==> config.mk <==
export PLATFORM = sky130hd
export DESIGN_NAME = lock_prefix_ctrl
export DESIGN_NICKNAME = d
export VERILOG_FILES = /design/src/rtl/lkp_pkg.sv /design/src/rtl/lkp_prefix_track.sv /design/src/rtl/lkp_legality.sv /design/src/rtl/lkp_exec_seq.sv /design/src/rtl/lock_prefix_ctrl.sv
export SDC_FILE = /design/constraint.sdc
export NUM_CORES = 1
export LEC_CHECK = 0
export CAP_MARGIN = 20
export CORE_UTILIZATION = 53
export CTS_CLUSTER_SIZE = 40
export DETAILED_ROUTE_END_ITERATION = 12
export DONT_BUFFER_PORTS = 1
export GPL_TIMING_DRIVEN = 0
export PLACE_DENSITY = 0.72
export SYNTH_ARGS = -nofsm -noshare
export SYNTH_HDL_FRONTEND = slang
export SYNTH_SLANG_ARGS = --single-unit
==> constraint.sdc <==
create_clock -name clk -period 1.8 [get_ports clk]
set_clock_uncertainty 0.2 [all_clocks]
set_input_delay 0.36 -clock clk [delete_from_list [all_inputs] [get_ports clk]]
set_output_delay 0.36 -clock clk [all_outputs]
set_load 0.005 [all_outputs]
==> src/rtl/lkp_pkg.sv <==
// Package: shared class encoding and constants for the lock prefix unit.
// Assumes class codes 0..16 are the lockable read-modify-write classes and
// code 16 is exchange; every other code is an ordinary instruction.
package lkp_pkg;

    localparam int CLS_W = 5;

    typedef enum logic [CLS_W-1:0] {
        CLS_ADD     = 5'd0,
        CLS_ADC     = 5'd1,
        CLS_AND     = 5'd2,
        CLS_BTC     = 5'd3,
        CLS_BTR     = 5'd4,
        CLS_BTS     = 5'd5,
        CLS_CMPXCHG = 5'd6,
        CLS_DEC     = 5'd7,
        CLS_INC     = 5'd8,
        CLS_NEG     = 5'd9,
        CLS_NOT     = 5'd10,
        CLS_OR      = 5'd11,
        CLS_SBB     = 5'd12,
        CLS_SUB     = 5'd13,
        CLS_XOR     = 5'd14,
        CLS_XADD    = 5'd15,
        CLS_XCHG    = 5'd16,
        CLS_MOV     = 5'd17,
        CLS_CMP     = 5'd18,
        CLS_OTHER   = 5'd31
    } lkp_cls_e;

    // Lockable classes occupy the contiguous range ending at exchange.
    function automatic logic cls_lockable(lkp_cls_e c);
        return (c <= CLS_XCHG);
    endfunction

endpackage

==> src/rtl/lkp_prefix_track.sv <==
// Prefix tracker: recognises the lock prefix element in the stream and
// remembers it for exactly one following instruction.
// Assumes an element is consumed only on the cycle 'take' is high.
module lkp_prefix_track #(
    parameter int          BYTE_W   = 8,
    parameter logic [7:0]  PFX_CODE = 8'hF0
) (
    input  logic              clk,
    input  logic              rst_n,
    input  logic              take,
    input  logic [BYTE_W-1:0] elem_byte,
    output logic              is_pfx,
    output logic              armed
);

    // Identify the prefix element by its byte value.
    assign is_pfx = (elem_byte == PFX_CODE[BYTE_W-1:0]);

    // Arm on a prefix, disarm on any consumed instruction.
    always_ff @(posedge clk) begin
        if (!rst_n)
            armed <= 1'b0;
        else if (take)
            armed <= is_pfx;
    end

endmodule

==> src/rtl/lkp_legality.sv <==
// Legality check: decides, for one instruction descriptor, whether it
// faults, whether it needs the bus lock, and whether the intercept applies.
// Purely combinational; inputs are sampled by the sequencer on acceptance.
module lkp_legality
    import lkp_pkg::*;
#(
    parameter bit IMPLICIT_XCHG = 1'b1
) (
    input  logic             armed,
    input  logic [CLS_W-1:0] cls,
    input  logic             has_mem,
    input  logic             ext_req,
    input  logic             chk,
    output logic             bad_op,
    output logic             need_lock,
    output logic             intercept
);

    lkp_cls_e c;
    logic     legal_form;
    logic     implicit_lk;

    // Interpret the raw class field.
    assign c = lkp_cls_e'(cls);

    // A prefixed form is legal only for lockable classes with a memory operand.
    assign legal_form = cls_lockable(c) && has_mem;

    // Select whether exchange locks without the prefix.
    generate
        if (IMPLICIT_XCHG) begin : g_impl
            assign implicit_lk = has_mem && (c == CLS_XCHG);
        end else begin : g_no_impl
            assign implicit_lk = 1'b0;
        end
    endgenerate

    // Combine the decisions; undefined opcode outranks the intercept.
    always_comb begin
        bad_op    = armed && !legal_form;
        need_lock = !bad_op && ((armed && legal_form) || implicit_lk);
        intercept = need_lock && ext_req && chk;
    end

endmodule

==> src/rtl/lkp_exec_seq.sv <==
// Execution sequencer: launches the accepted instruction, counts its memory
// accesses, holds the bus lock from the first access start until after the
// final access done, and produces the fault and completion pulses.
// Assumes the memory side strobes acc_start/acc_done only while mem_req is high.
module lkp_exec_seq #(
    parameter int CNT_W = 3
) (
    input  logic             clk,
    input  logic             rst_n,
    input  logic             insn_take,
    input  logic             bad_op,
    input  logic             need_lock,
    input  logic             intercept,
    input  logic             has_mem,
    input  logic [CNT_W-1:0] nacc,
    input  logic             acc_start,
    input  logic             acc_done,
    output logic             busy,
    output logic             bus_lock,
    output logic             ud_pulse,
    output logic             icpt_pulse,
    output logic             done_pulse
);

    logic             busy_q;
    logic             lock_q;
    logic             lk_insn_q;
    logic [CNT_W-1:0] cnt_q;
    logic [CNT_W-1:0] last_q;
    logic             ud_q;
    logic             icpt_q;
    logic             done_q;
    logic             launch;
    logic             final_done;

    // Start a memory instruction only when it neither faults nor intercepts.
    assign launch     = insn_take && !bad_op && !intercept;
    assign final_done = busy_q && acc_done && (cnt_q == last_q);

    // Sequencing state, lock holding and result pulses.
    always_ff @(posedge clk) begin
        if (!rst_n) begin
            busy_q    <= 1'b0;
            lock_q    <= 1'b0;
            lk_insn_q <= 1'b0;
            cnt_q     <= '0;
            last_q    <= '0;
            ud_q      <= 1'b0;
            icpt_q    <= 1'b0;
            done_q    <= 1'b0;
        end else begin
            ud_q   <= insn_take && bad_op;
            icpt_q <= insn_take && !bad_op && intercept;
            done_q <= 1'b0;
            if (!busy_q) begin
                if (launch) begin
                    if (has_mem) begin
                        busy_q    <= 1'b1;
                        lk_insn_q <= need_lock;
                        cnt_q     <= '0;
                        last_q    <= (nacc == '0) ? '0 : nacc - 1'b1;
                    end else begin
                        done_q <= 1'b1;
                    end
                end
            end else begin
                if (acc_start && lk_insn_q)
                    lock_q <= 1'b1;
                if (acc_done) begin
                    if (final_done) begin
                        busy_q    <= 1'b0;
                        lock_q    <= 1'b0;
                        lk_insn_q <= 1'b0;
                        done_q    <= 1'b1;
                    end else begin
                        cnt_q <= cnt_q + 1'b1;
                    end
                end
            end
        end
    end

    // Lock rises combinationally with the first start, then is held by lock_q.
    assign bus_lock   = lock_q || (busy_q && lk_insn_q && acc_start);
    assign busy       = busy_q;
    assign ud_pulse   = ud_q;
    assign icpt_pulse = icpt_q;
    assign done_pulse = done_q;

endmodule

==> src/rtl/lock_prefix_ctrl.sv <==
// Top of the atomic lock prefix control unit. Accepts one stream element per
// cycle while idle, tracks the prefix, checks legality and sequences locked
// or unlocked memory accesses. Assumes the descriptor fields and the
// ext_lock_req/lock_chk inputs are valid in the cycle the element is taken.
module lock_prefix_ctrl
    import lkp_pkg::*;
#(
    parameter int         BYTE_W        = 8,
    parameter int         NACC_W        = 3,
    parameter logic [7:0] PFX_CODE      = 8'hF0,
    parameter bit         IMPLICIT_XCHG = 1'b1
) (
    input  logic              clk,
    input  logic              rst_n,
    input  logic              desc_valid,
    output logic              desc_ready,
    input  logic [BYTE_W-1:0] desc_byte,
    input  logic [CLS_W-1:0]  desc_cls,
    input  logic              desc_mem,
    input  logic [NACC_W-1:0] desc_nacc,
    input  logic              ext_lock_req,
    input  logic              lock_chk,
    output logic              mem_req,
    input  logic              acc_start,
    input  logic              acc_done,
    output logic              bus_lock,
    output logic              ud_fault,
    output logic              icpt_fault,
    output logic              insn_done
);

    logic take;
    logic is_pfx;
    logic armed;
    logic insn_take;
    logic bad_op;
    logic need_lock;
    logic intercept;
    logic busy;

    // Accept elements only while no instruction is executing.
    assign desc_ready = !busy;
    assign take       = desc_valid && desc_ready;
    assign insn_take  = take && !is_pfx;

    lkp_prefix_track #(
        .BYTE_W   (BYTE_W),
        .PFX_CODE (PFX_CODE)
    ) u_pfx (
        .clk       (clk),
        .rst_n     (rst_n),
        .take      (take),
        .elem_byte (desc_byte),
        .is_pfx    (is_pfx),
        .armed     (armed)
    );

    lkp_legality #(
        .IMPLICIT_XCHG (IMPLICIT_XCHG)
    ) u_legal (
        .armed     (armed),
        .cls       (desc_cls),
        .has_mem   (desc_mem),
        .ext_req   (ext_lock_req),
        .chk       (lock_chk),
        .bad_op    (bad_op),
        .need_lock (need_lock),
        .intercept (intercept)
    );

    lkp_exec_seq #(
        .CNT_W (NACC_W)
    ) u_seq (
        .clk        (clk),
        .rst_n      (rst_n),
        .insn_take  (insn_take),
        .bad_op     (bad_op),
        .need_lock  (need_lock),
        .intercept  (intercept),
        .has_mem    (desc_mem),
        .nacc       (desc_nacc),
        .acc_start  (acc_start),
        .acc_done   (acc_done),
        .busy       (busy),
        .bus_lock   (bus_lock),
        .ud_pulse   (ud_fault),
        .icpt_pulse (icpt_fault),
        .done_pulse (insn_done)
    );

    assign mem_req = busy;

endmodule

# ---- Yosys cells after proc, flatten, opt, wreduce, memory -nomap -nowiden
# Cells that the tools add are included.
dict set report word_totals {
  reg_bits 13
  inputBits 24
}
dict set report classes {
  n_addsub 2
  n_lt_le_gt_ge 1
  n_eq_ne 6
  mux 24
  bitwise_logic 1
  n_reduce_logical 31
}
# operator n
set op_table {}
lappend op_table {{1-bit logical AND} 18}
lappend op_table {{1-bit 2-to-1 mux} 18}
lappend op_table {{3-bit 2-to-1 mux} 6}
lappend op_table {{8-bit == test (second input constant)} 1}
lappend op_table {{4-bit AND reduction} 2}
lappend op_table {{2-bit != test (second input constant)} 3}
lappend op_table {{5-bit == test (second input constant)} 1}
lappend op_table {{5-bit <= comparator (second input constant)} 1}
lappend op_table {{1-bit zero test} 5}
lappend op_table {{2-bit nonzero test} 2}
lappend op_table {{3-bit by 1-bit adder with 3-bit output (second input constant)} 1}
lappend op_table {{3-bit == test} 1}
lappend op_table {{3-bit zero test} 1}
lappend op_table {{3-bit AND reduction} 1}
lappend op_table {{3-bit by 1-bit subtractor with 3-bit output (second input constant)} 1}
lappend op_table {{1-bit logical OR} 2}
lappend op_table {{1-bit inverter} 1}

# ---- Longest topological paths before layout
# Gate-level depths: netlist (run 1).
dict set report logic_depth {
  word_depth 12
  depth_mapped 5
  depth_no_buf 5
}

# ---- By module
# A second synthesis (run 1) with hierarchy kept.
dict set report unflattened {
  hier_cells 84
  hier_area_um2 743.2
}
# module instances cells_per_inst area_per_inst_um2
set by_module_without_submodules {}
lappend by_module_without_submodules {lkp_exec_seq 1 66 601.8}
lappend by_module_without_submodules {lkp_prefix_track 1 8 73.8}
lappend by_module_without_submodules {lkp_legality 1 7 45.0}
lappend by_module_without_submodules {lock_prefix_ctrl 1 3 22.5}

# ---- Worst setup path after synthesis (run 1)
# OpenSTA, ideal clock, no wires.
dict set report synth_timing {
  path_type {input to register}
  start {input desc_cls[1]}
  end {register u_seq.cnt_q[0]}
  arrival_time_ps 1550
  t_required_ps 1521
  slack_ps -29
  stages 4
  path_buffers 0
  cell_sequence {or4_4 o211a_1 or2_1 o211ai_1}
}
dict set report synth_between {
  elab_chain_len 12
  word_cells_on_any_way 17
}
# element line_no
set synth_lines {}
lappend synth_lines {{start: declaration} lock_prefix_ctrl.sv:18} ;# input logic [CLS_W-1:0] desc_cls,
lappend synth_lines {{5-bit <= comparator} lkp_pkg.sv:33} ;# return (c <= CLS_XCHG);
lappend synth_lines {{1-bit logical AND} lkp_legality.sv:27} ;# assign legal_form = cls_lockable(c) && has_mem;
lappend synth_lines {{1-bit zero test} lkp_legality.sv:40} ;# bad_op = armed && !legal_form;
lappend synth_lines {{1-bit logical AND} lkp_legality.sv:40}
lappend synth_lines {{1-bit zero test} {lkp_legality.sv:41, lkp_exec_seq.sv:37}}
lappend synth_lines {{1-bit logical AND} lkp_legality.sv:41} ;# need_lock = !bad_op && ((armed && legal_form) || implicit_lk);
lappend synth_lines {{1-bit logical AND (2 in a row)} lkp_legality.sv:42} ;# intercept = need_lock && ext_req && chk;
lappend synth_lines {{1-bit zero test} lkp_exec_seq.sv:37} ;# assign launch = insn_take && !bad_op && !intercept;
lappend synth_lines {{1-bit logical AND *} lkp_exec_seq.sv:37}
lappend synth_lines {{2-bit nonzero test (no line) *} --}
lappend synth_lines {{4-bit AND reduction (no line) *} --}
lappend synth_lines {{end signal: assignment} lkp_exec_seq.sv:76} ;# cnt_q <= cnt_q + 1'b1;
lappend synth_lines {{end: declaration} lkp_exec_seq.sv:28} ;# logic [CNT_W-1:0] cnt_q;
# Every way passes the cells marked *; elsewhere a longest branch is shown, timed or not.
# A chain may end at the register's enable or synchronous reset.

# ---- Worst setup path after layout (run 1)
dict set report layout_timing {
  start {register u_seq.busy_q, in the netlist u_seq.busy}
  end {register u_seq.last_q[0]}
}
dict set report layout_between {
  elab_chain_len 6
  word_cells_on_any_way 7
}
# element line_no
set layout_lines {}
lappend layout_lines {{start: declaration} lkp_exec_seq.sv:25} ;# logic busy_q;
lappend layout_lines {{start signal: assignment} lkp_exec_seq.sv:43} ;# busy_q <= 1'b0;
lappend layout_lines {{start signal: assignment} lkp_exec_seq.sv:58} ;# busy_q <= 1'b1;
lappend layout_lines {{start signal: assignment} lkp_exec_seq.sv:71} ;# busy_q <= 1'b0;
lappend layout_lines {{1-bit zero test} --}
lappend layout_lines {{1-bit logical AND} lock_prefix_ctrl.sv:43} ;# assign take = desc_valid && desc_ready;
lappend layout_lines {{1-bit logical AND} lock_prefix_ctrl.sv:44} ;# assign insn_take = take && !is_pfx;
lappend layout_lines {{1-bit logical AND (2 in a row)} lkp_exec_seq.sv:37}
lappend layout_lines {{3-bit AND reduction (no line) *} --}
lappend layout_lines {{end signal: assignment} lkp_exec_seq.sv:61} ;# last_q <= (nacc == '0) ? '0 : nacc - 1'b1;
lappend layout_lines {{end: declaration} lkp_exec_seq.sv:29} ;# logic [CNT_W-1:0] last_q;
# Marks and branches as above.

==> key figures, run 1 <==
Outcome
  • Status: completed

Placement
  • Dpl cell area: 759 um2
  • Port-buffer cells: 0
  • Post-placement setup slack: -117 ps
  • DP Wirelength: 1.20 mm
  • Routability cong.: 0.797

Synth
  • Syn Nets: 113
  • Mapped cell area: 741 um2
  • Distinct cell type count after synthesis: 35
  • Flops & latches, synth: 13
  • Mapped Cells: 86
  • Synth warn: 0
  • Seq/Total Area, Yosys: 35.1%
  • Mean Syn Cell Area: 8.61 um2

Drt
  • Iter 0 DRT Violations: 11
  • WL final: 1.51 mm
  • Via Count: 706
  • Routed wire per std cell: 14.2 um
  • Vias/cell: 6.66
  • Antenna-violating nets left: 0
  • DR pass1 iterations: 4
  • Post-route DRC: 0

STA
  • Maximum clock rate: 589 MHz
  • Setup TNS: 0 ps
  • Final worst setup slack: 103 ps
  • Max Slew Vio Count: 0
  • Hold Vio Cnt, Final: 0
  • RSZ-0062 raised after global routing: no
  • Max-slew headroom: 66.9%
  • Final Cycle Share: 94.3%
  • Hold WS: 6.22 ps
  • Setup-failing EPs final: 0
  • Fin crit period: 1700 ps
  • Tightest Pin Transition: 496 ps

Die
  • I/O pins: 30
  • Die ar.: 0.00155 mm2
  • Core Area: 0.00130 mm2
  • Initial Util: 56.9%
  • FP Rows: 13
  • Die Ht: 39.4 um
  • Die width: 39.4 um

Clocking
  • H-tree Lvls: 1
  • Root Buffer: clkbuf_4
  • CTS Buffer Depth: 2
  • Num CTS Buffers: 3
  • Clk slew on worst S/H paths: 80 ps
  • Worst-skew pair later-pin latency: 280 ps
  • # clock sinks: 13
  • Clock tree from TritonCTS: built

Setup path
  • WP data required: 1820 ps
  • Slowest-stage cell, CP: or4_1
  • Crit path arrival time: 1720 ps
  • Worst Setup Path Type: reg -> reg
  • CP max FO: 10
  • Startpoint Class: flip-flop
  • Crit path largest cell delay: 490 ps
  • CP Capture Type: flip-flop
  • Crit-path cells: buf_2, nor2b_2, o211ai_1, or4_1, a21oi_1

Job
  • Max cap viols: 0

Final layout
  • Layout area overhead: 7.77%
  • Final Instance Area: 798 um2
  • Layout cells sized above 1: 12.1%
  • Ant. Diodes: 0
  • Most frequent cells in the layout: dfxtp_1, o211ai_1, nand2_1
  • Commonest non-fill, non-tap cell in the layout: dfxtp_1
  • Final Util: 61.3%
  • Nets: 119

Global routing
  • Overflow left after global routing: 0
  • Largest net degree at the start of global routing: 11
  • Initial antenna violation count: 0
  • Total GRT Usage: 22.1%
  • Vias in the first global route: 537
  • Global-route wire length before repair: 2.21 mm

Pwr
  • Max IR drop VDD: 0.315 mV
  • P_leak: 0.287 nW
  • PwrDens: 713 mW/mm2

Min path
  • Worst hold path type: in -> reg
[metal layers]
metal  part of all wire [%]  wire (um)  track usage [%]  vias up
met5                      0          0                0        -
met3                    7.5        113             7.39        4
met1                     42        638             26.3      321
met2                     49        737             34.2       38
met4                    1.4         21             12.9        0
li1                       -          -                -      343
[critical path: cells and delay by family (launching register included)]
kind | cells | cell delay, ps
buffers and inverters | 1 | 180
and+or+nand+nor | 2 | 630
AOI/OAI and AO/OA | 2 | 300
DFF | 1 | 320
[final timing paths]
check / endpoint / startpoint / slack, ps / cells after the start
min reg2reg: u_seq.last_q[2] / u_seq.last_q[2] / 290 / 2
max reg2reg: u_seq.last_q[0] / u_seq.busy / 100 / 5
max: u_seq.last_q[0] / u_seq.busy / 100 / 5
min: u_seq.icpt_pulse / ext_lock_req / 6 / 2
[flip-flops by register name, indices dropped and copies added, names as in the netlist]
signal,count
u_seq.lock_q,1
u_seq.ud_pulse,1
u_seq.icpt_pulse,1
u_seq.lk_insn_q,1
u_pfx.armed,1
u_seq.cnt_q,3
u_seq.busy,1
u_seq.done_pulse,1
u_seq.last_q,3
[where the power goes]
| part | internal, mW | total, mW | switching (mW) |
|---|---|---|---|
| clock | 0.0862 | 0.184 | 0.0981 |
| combinational | 0.0323 | 0.0794 | 0.0472 |
| sequential | 0.298 | 0.305 | 0.00751 |
| total | 0.416 | 0.569 | 0.153 |
[layout make-up]
class,count,area [um2]
Timing Repair Buffer,1,7.51
Multi-Input combinational cell,66,458
Clock buffer,4,26.3
Sequential cell,13,260
Fill cell,128,503
Tap cell,15,18.8
Inverter,5,18.8
Buffer,2,8.76
[cells by family (layout without fill, tap and decap cells)]
family          count (synthesis)  count (layout)  share of synthesized area [%]
compound gates                 26              26                           25.0
xor+xnor                        3               3                           3.55
fa+ha+maj                       3               3                           5.07
buf+inv                         7              12                           3.55
flops                          13              13                           35.1
mux                             1               1                           1.35
simple gates                   33              33                           26.4
[synth_stat cells]
cell        n  area, um2
nor2_1      4       15.0
o2111ai_1   1       8.76
a31oi_1     1       6.26
nor4_2      1       12.5
nor3_1      2       10.0
a22oi_1     1       7.51
o211a_1     1       10.0
or4_4       1       11.3
or4_1       3       22.5
dfxtp_1    13        260
ha_1        3       37.5
o21ai_0     2       10.0
o21ai_1     1       5.00
or2_1       1       6.26
o211ai_1    8       60.1
nor4_1      1       6.26
xnor2_1     3       26.3
inv_1       5       18.8
nand4_1     1       6.26
a31o_2      1       8.76
a21oi_1     5       25.0
mux2i_1     1       10.0
clkbuf_1    2       7.51
nand3b_1    1       7.51
nand3_1     4       20.0
o221a_2     1       11.3
nand2_1     6       22.5
or2_2       1       6.26
a2111oi_0   1       8.76
and3_1      2       12.5
nor2b_1     3       18.8
o41ai_1     1       8.76
o221ai_1    1       8.76
nand4b_1    2       17.5
o22ai_1     1       6.26
[timing repair]
item | 4_1_cts | 5_1_grt
resized for setup | 1 | 3
pin swaps | 1 | 0
hold buffers | 0 | 0
endpoints found under the setup margin | 2 | 2
buffers inserted | 1 | 0
[metrics by stage]
stage,power [mW],instances
2_1_floorplan,0.371,86
3_3_place_gp,0.386,101
3_5_place_dp,0.387,101
4_1_cts,0.570,106
5_1_grt,0.594,106
6_report,0.569,106
(Power assumes the default switching activity.)
==> run 2: changes to the inputs <==
CORE_UTILIZATION = 40   (was 53)
PLACE_DENSITY = 0.57   (was 0.72)
REMOVE_ABC_BUFFERS = 1   (was unset)
SKIP_LAST_GASP = 1   (was unset)
==> run 2 against run 1 <==
Sequential power grew 2%. Utilization shrank 14 points. Register-to-register slack is essentially flat. Largest power group unchanged. Setup slack lost 21 ps. Critical path depth shrank 1. Largest cell class unchanged. Final area grew 3.0%. Combinational power shrank 6.9%. Sequential share of layout area shrank 0.94 points. Power grew 0.27%. Clock power is essentially flat. Wire length grew 11%.
==> key figures, run 2 (synthesized netlist as in run 1, its figures left out) <==
Outcome
  • Status: completed

Setup path
  • Crit path largest cell delay: 550 ps
  • Crit path max-delay family: buffers and inverters
  • CP max FO: 3
  • Crit path arrival time: 1700 ps
  • WP data required: 1790 ps
  • CP Capture Type: flip-flop
  • Top cell by count, worst path: dlygate4sd3_1
  • WP buf/inv: 2
  • Slowest-stage cell, CP: dlygate4sd3_1
  • Worst Setup Path Type: in -> reg
  • Startpoint Class: input pin
  • Crit-path cells: dlygate4sd3_1, nand2_1, dlygate4sd3_1, nor4_1

Final layout
  • Fillers: 184
  • Commonest non-fill, non-tap cell in the layout: dfxtp_1
  • Layout area overhead: 11.0%
  • FF+latch area: 260 um2
  • Biggest regs: u_seq.cnt_q x3, u_seq.last_q x3
  • Ant. Diodes: 0
  • Final Instance Area: 822 um2
  • Multi-input gate area: 458 um2
  • Most frequent cells in the layout: dfxtp_1, o211ai_1, nand2_1
  • Nets: 119
  • Layout cells sized above 1: 11.0%

Global routing
  • Initial antenna violation count: 0
  • Total GRT Usage: 18.6%
  • Vias in the first global route: 652
  • Largest net degree at the start of global routing: 12
  • Overflow left after global routing: 0
  • Global-route wire length before repair: 2.70 mm

Clocking
  • Clock tree from TritonCTS: built
  • Root Buffer: clkbuf_4
  • Clk slew on worst S/H paths: 90 ps
  • H-tree Lvls: 1
  • Worst-skew pair later-pin latency: 280 ps
  • Num CTS Buffers: 3
  • CTS Buffer Depth: 2
  • # clock sinks: 13

Drt
  • Vias/cell: 6.16
  • DR pass1 iterations: 4
  • Iter 0 DRT Violations: 20
  • Routed wire per std cell: 14.5 um
  • Post-route DRC: 0
  • Via Count: 714
  • Antenna-violating nets left: 0
  • WL final: 1.68 mm

STA
  • Tightest Pin Transition: 500 ps
  • Setup-failing EPs final: 0
  • Setup TNS: 0 ps
  • Maximum clock rate: 582 MHz
  • Fin crit period: 1720 ps
  • Max-slew headroom: 66.7%
  • Hold WS: 24.3 ps
  • RSZ-0062 raised after global routing: no
  • Hold Vio Cnt, Final: 0
  • Max Slew Vio Count: 0
  • Final Cycle Share: 95.5%

Placement
  • DP Wirelength: 1.27 mm
  • Port-buffer cells: 0
  • Dpl cell area: 764 um2
  • Routability cong.: 0.791

Die
  • Die width: 45.0 um
  • I/O pins: 30
  • Core Area: 0.00173 mm2
  • Initial Util: 42.9%
  • Die Ht: 45.0 um
  • FP Rows: 15
  • Die ar.: 0.00203 mm2

Pwr
  • P_leak: 0.288 nW
  • PwrDens: 694 mW/mm2
  • Max IR drop VDD: 0.296 mV

Min path
  • Worst hold path type: in -> reg

Job
  • Max cap viols: 0
## run 2: cell count changes in the layout (fill, tap and decap cells not counted)
cell           before  now
dlygate4sd3_1       0    2
buf_2               1    0
clkbuf_1            2    1
## run 2: final timing paths
kind                      endpoint  depth (start not counted)            start  slack, ps
hold reg to reg    u_seq.last_q[2]                          2  u_seq.last_q[2]        300
setup reg to reg   u_seq.last_q[0]                          4       u_seq.busy        100
hold / removal        u_seq.lock_q                          1            rst_n         20
setup / recovery  u_seq.icpt_pulse                          4     ext_lock_req         80
## run 2: worst register-to-register path, stage by stage, from the launching register on
cell and delay, ps:
dfxtp_1 440, nor2b_2 180, o211ai_1 180, or4_1 500, a21oi_1 140
## run 2: final cells by class
class,count,area share (%)
clock buffer,4,3.20
tap,25,3.81
sequential,13,31.7
inverter,5,2.28
timing repair buffer,3,3.35
multi-input combinational,66,55.7
## run 2: timing repair
item	4_1_cts	5_1_grt
buffers inserted	0	1
endpoints found under the hold margin	0	1
endpoints found under the setup margin	0	2
hold buffers	0	2
resized for setup	0	2
## run 2: routing by layer
metal	up-vias	track usage, %	routed length (um)
met3	6	4.00	78
met4	0	9.70	38
met5	-	0	0
li1	342	-	-
met2	30	29.6	789
met1	336	23.3	776
## run 2: metrics by stage
| stage | total power [mW] | instances | setup WS, ps | util [%] |
|---|---|---|---|---|
| after floorplan | 0.368 | 84 | -29.4 | - |
| after global placement | 0.383 | 109 | -109 | 44.3 |
| after detailed placement | 0.383 | 109 | -134 | 44.3 |
| after CTS | 0.566 | 113 | 42.2 | 45.8 |
| after global routing | 0.597 | 116 | 7.74 | 47.6 |
| final | 0.570 | 116 | 81.6 | 47.6 |
## run 2: power breakdown
| group | internal, mW | switching, mW |
|---|---|---|
| combinational | 0.0335 | 0.0404 |
| sequential | 0.298 | 0.0127 |
| clock | 0.0859 | 0.100 |
| total | 0.417 | 0.153 |
==> run 3: changes to the inputs <==
ABC_AREA = 1   (was unset)
==> run 3 against run 2 <==
Non-clock buffer count shrank 2. Final area shrank 1.5%. Hold slack is essentially flat. Maximum frequency grew 12%. Largest cell class unchanged. Largest power group unchanged.
==> key figures, run 3 <==
Setup path
  • WP buf/inv: 0
  • Startpoint Class: flip-flop
  • Crit path largest cell delay: 480 ps
  • Crit path arrival time: 970 ps
  • Worst R2R End: u_seq.cnt_q[0]
  • Worst Setup Path Type: reg -> out
  • WP data required: 1240 ps
  • CP Capture Type: output pin
  • Crit-path cells: a31o_2
  • FF-to-FF Start: u_seq.busy
  • Slowest-stage cell, CP: dfxtp_1
  • Crit path max-delay family: flip-flops
  • CP max FO: 7
  • R2r setup slk: 290 ps
  • R2R depth: 8

STA
  • Setup-failing EPs final: 0
  • Fin crit period: 1530 ps
  • RSZ-0062 raised after global routing: no
  • Tightest Pin Transition: 270 ps
  • Maximum clock rate: 653 MHz
  • Max Slew Vio Count: 0
  • Max-slew headroom: 81.9%
  • Hold Vio Cnt, Final: 0
  • Final Cycle Share: 85.1%
  • Setup TNS: 0 ps

Synth
  • Synth area leader: dfxtp_1
  • Flops & latches, synth: 13
  • Distinct cell type count after synthesis: 26
  • Mean Syn Cell Area: 7.42 um2
  • Asr flop ratio synth: 0%
  • Synth warn: 0
  • Synth area leaders: dfxtp_1, nand2_1, a21oi_1
  • Seq/Total Area, Yosys: 35.1%
  • EDFF count, synth: 0
  • Most common cell in the netlist: nand2_1
  • Post-synth top area share: 35.1%
  • Mapped Cells: 100
  • Main synth FF type: dfxtp_1
  • Mapped cell area: 742 um2
  • Commonest cells in the netlist: nand2_1, dfxtp_1, nor2_1

Min path
  • HP Start: rst_n
  • Hold depth: 2
  • Worst hold path type: in -> reg
  • Sink of the worst hold path: u_seq.last_q[1]

Clocking
  • Worst-skew pair later-pin latency: 270 ps
  • Num CTS Buffers: 3
  • Root Buffer: clkbuf_4
  • Clk slew on worst S/H paths: 80 ps
  • H-tree Lvls: 1
  • # clock sinks: 13
  • CTS Buffer Depth: 2
  • Clock tree from TritonCTS: built
  • Post-CTS Resized: 0

Pwr
  • Sw Ratio: 28.1%
  • NetSw: 0.166 mW
  • P_leak: 0.375 nW
  • Internal power: 0.426 mW
  • Clock power share: 30.4%
  • Final Power: 0.592 mW
  • Max IR drop VDD: 0.302 mV
  • Logic pwr share: 16.9%
  • Flop pwr share: 52.6%
  • PwrDens: 732 mW/mm2

Global routing
  • Overflow left after global routing: 0
  • Initial antenna violation count: 0
  • Largest net degree at the start of global routing: 10
  • Vias in the first global route: 507
  • Global-route wire length before repair: 2.08 mm
  • Total GRT Usage: 14.9%

Die
  • Die ar.: 0.00203 mm2
  • Die width: 45.1 um
  • FP Rows: 15
  • I/O pins: 30
  • Initial Util: 43.0%
  • Die Ht: 45.1 um
  • Core Area: 0.00173 mm2

Placement
  • Cells after DPL: 125
  • DP Wirelength: 1.05 mm
  • Port-buffer cells: 0
  • Routability cong.: 0.771

Drt
  • DR pass1 iterations: 4
  • Antenna-violating nets left: 0
  • Post-route DRC: 0
  • WL final: 1.32 mm
  • Vias/cell: 4.70
  • Iter 0 DRT Violations: 14
  • Via Count: 611
  • Routed wire per std cell: 10.2 um

Final layout
  • Commonest non-fill, non-tap cell in the layout: nand2_1
  • Fin cells: 130
  • Layout cells sized above 1: 21.0%
  • Final Util: 46.9%
  • Biggest regs: u_seq.cnt_q x3, u_seq.last_q x3
  • Layout area overhead: 9.11%
  • Nets: 133
  • Most frequent cells in the layout: nand2_1, dfxtp_1, nor2_1
  • Ant. Diodes: 0

Outcome
  • Status: completed

Job
  • Max cap viols: 0
[run 3: cell count changes in the layout (fill, tap and decap cells not counted), sizes merged, moves of 4 or more]
cell    delta
a21oi      +5
or4        -4
inv        +5
nand2     +17
o211ai     -8
nor2      +13
[run 3: cell type report]
class / instances / area (um2)
fillers: 198 / 917
flip-flops and latches: 13 / 260
inverters: 12 / 45.0
multi-input cells: 75 / 437
repair buffers: 1 / 10.0
well taps: 25 / 31.3
clock buffers: 4 / 26.3
[run 3: power by group through the flow]
stage	Sequential, mW	Clock (mW)	Combinational [mW]
global placement	0.319	0	0.0974
floorplan	0.316	0	0.0856
detailed placement	0.319	0	0.0982
CTS	0.312	0.190	0.101
finish	0.312	0.180	0.100
global route	0.314	0.205	0.114
[run 3: per-stage QoR]
step	worst slack [ps]	hold slack [ps]	area, um2
after floorplan	397	252	742
after global placement	308	283	773
after detailed placement	281	285	773
after CTS	245	6.35	810
after global routing	168	23.6	810
final	269	24.3	810
[run 3: metal layers]
metal	track usage [%]	vias to the layer above	wire, um
li1	-	336	-
met1	19.8	253	683
met2	20.9	20	564
met3	4.80	2	61
met4	9.09	0	10
met5	0	-	0
[run 3: what timing repair did]
action	CTS	global route
hold endpoints to repair	2	0
endpoints found under the setup margin	0	0
setup buffers	0	0
hold buffers	1	0
[run 3: cell families (layout without fill, tap and decap cells)]
group                    Yosys count  count (layout)  synth area share [%]
AO/OA/AOI/OAI                     15              15                  11.1
flip-flops                        13              13                  35.1
XOR/XNOR                           4               4                  4.72
AND/OR/NAND/NOR                   53              53                  37.9
adder cells (fa/ha/maj)            3               3                  5.06
buffers and inverters             12              17                  6.07
[run 3: worst reg2reg max path: stages, from the launching register on]
cell and delay, ps:
dfxtp_1 390, inv_2 160, nand2_2 90, nor2_4 140, nand3_2 110, nand2_2 100, nand2_2 70, o21ai_1 120
inv_1 40
[run 3: worst max-delay path by stage]
stage / start / end / slack [ps] / cells after the start
3_5_place_dp: desc_cls[3] / u_seq.cnt_q[0] / 280 / 10
4_1_cts: u_seq.busy / bus_lock / 250 / 1
3_3_place_gp: desc_cls[3] / u_seq.cnt_q[0] / 310 / 10
6_report: u_seq.busy / bus_lock / 270 / 1
5_1_grt: u_seq.busy / u_seq.lk_insn_q / 170 / 8
2_1_floorplan: desc_cls[3] / u_seq.cnt_q[0] / 400 / 10
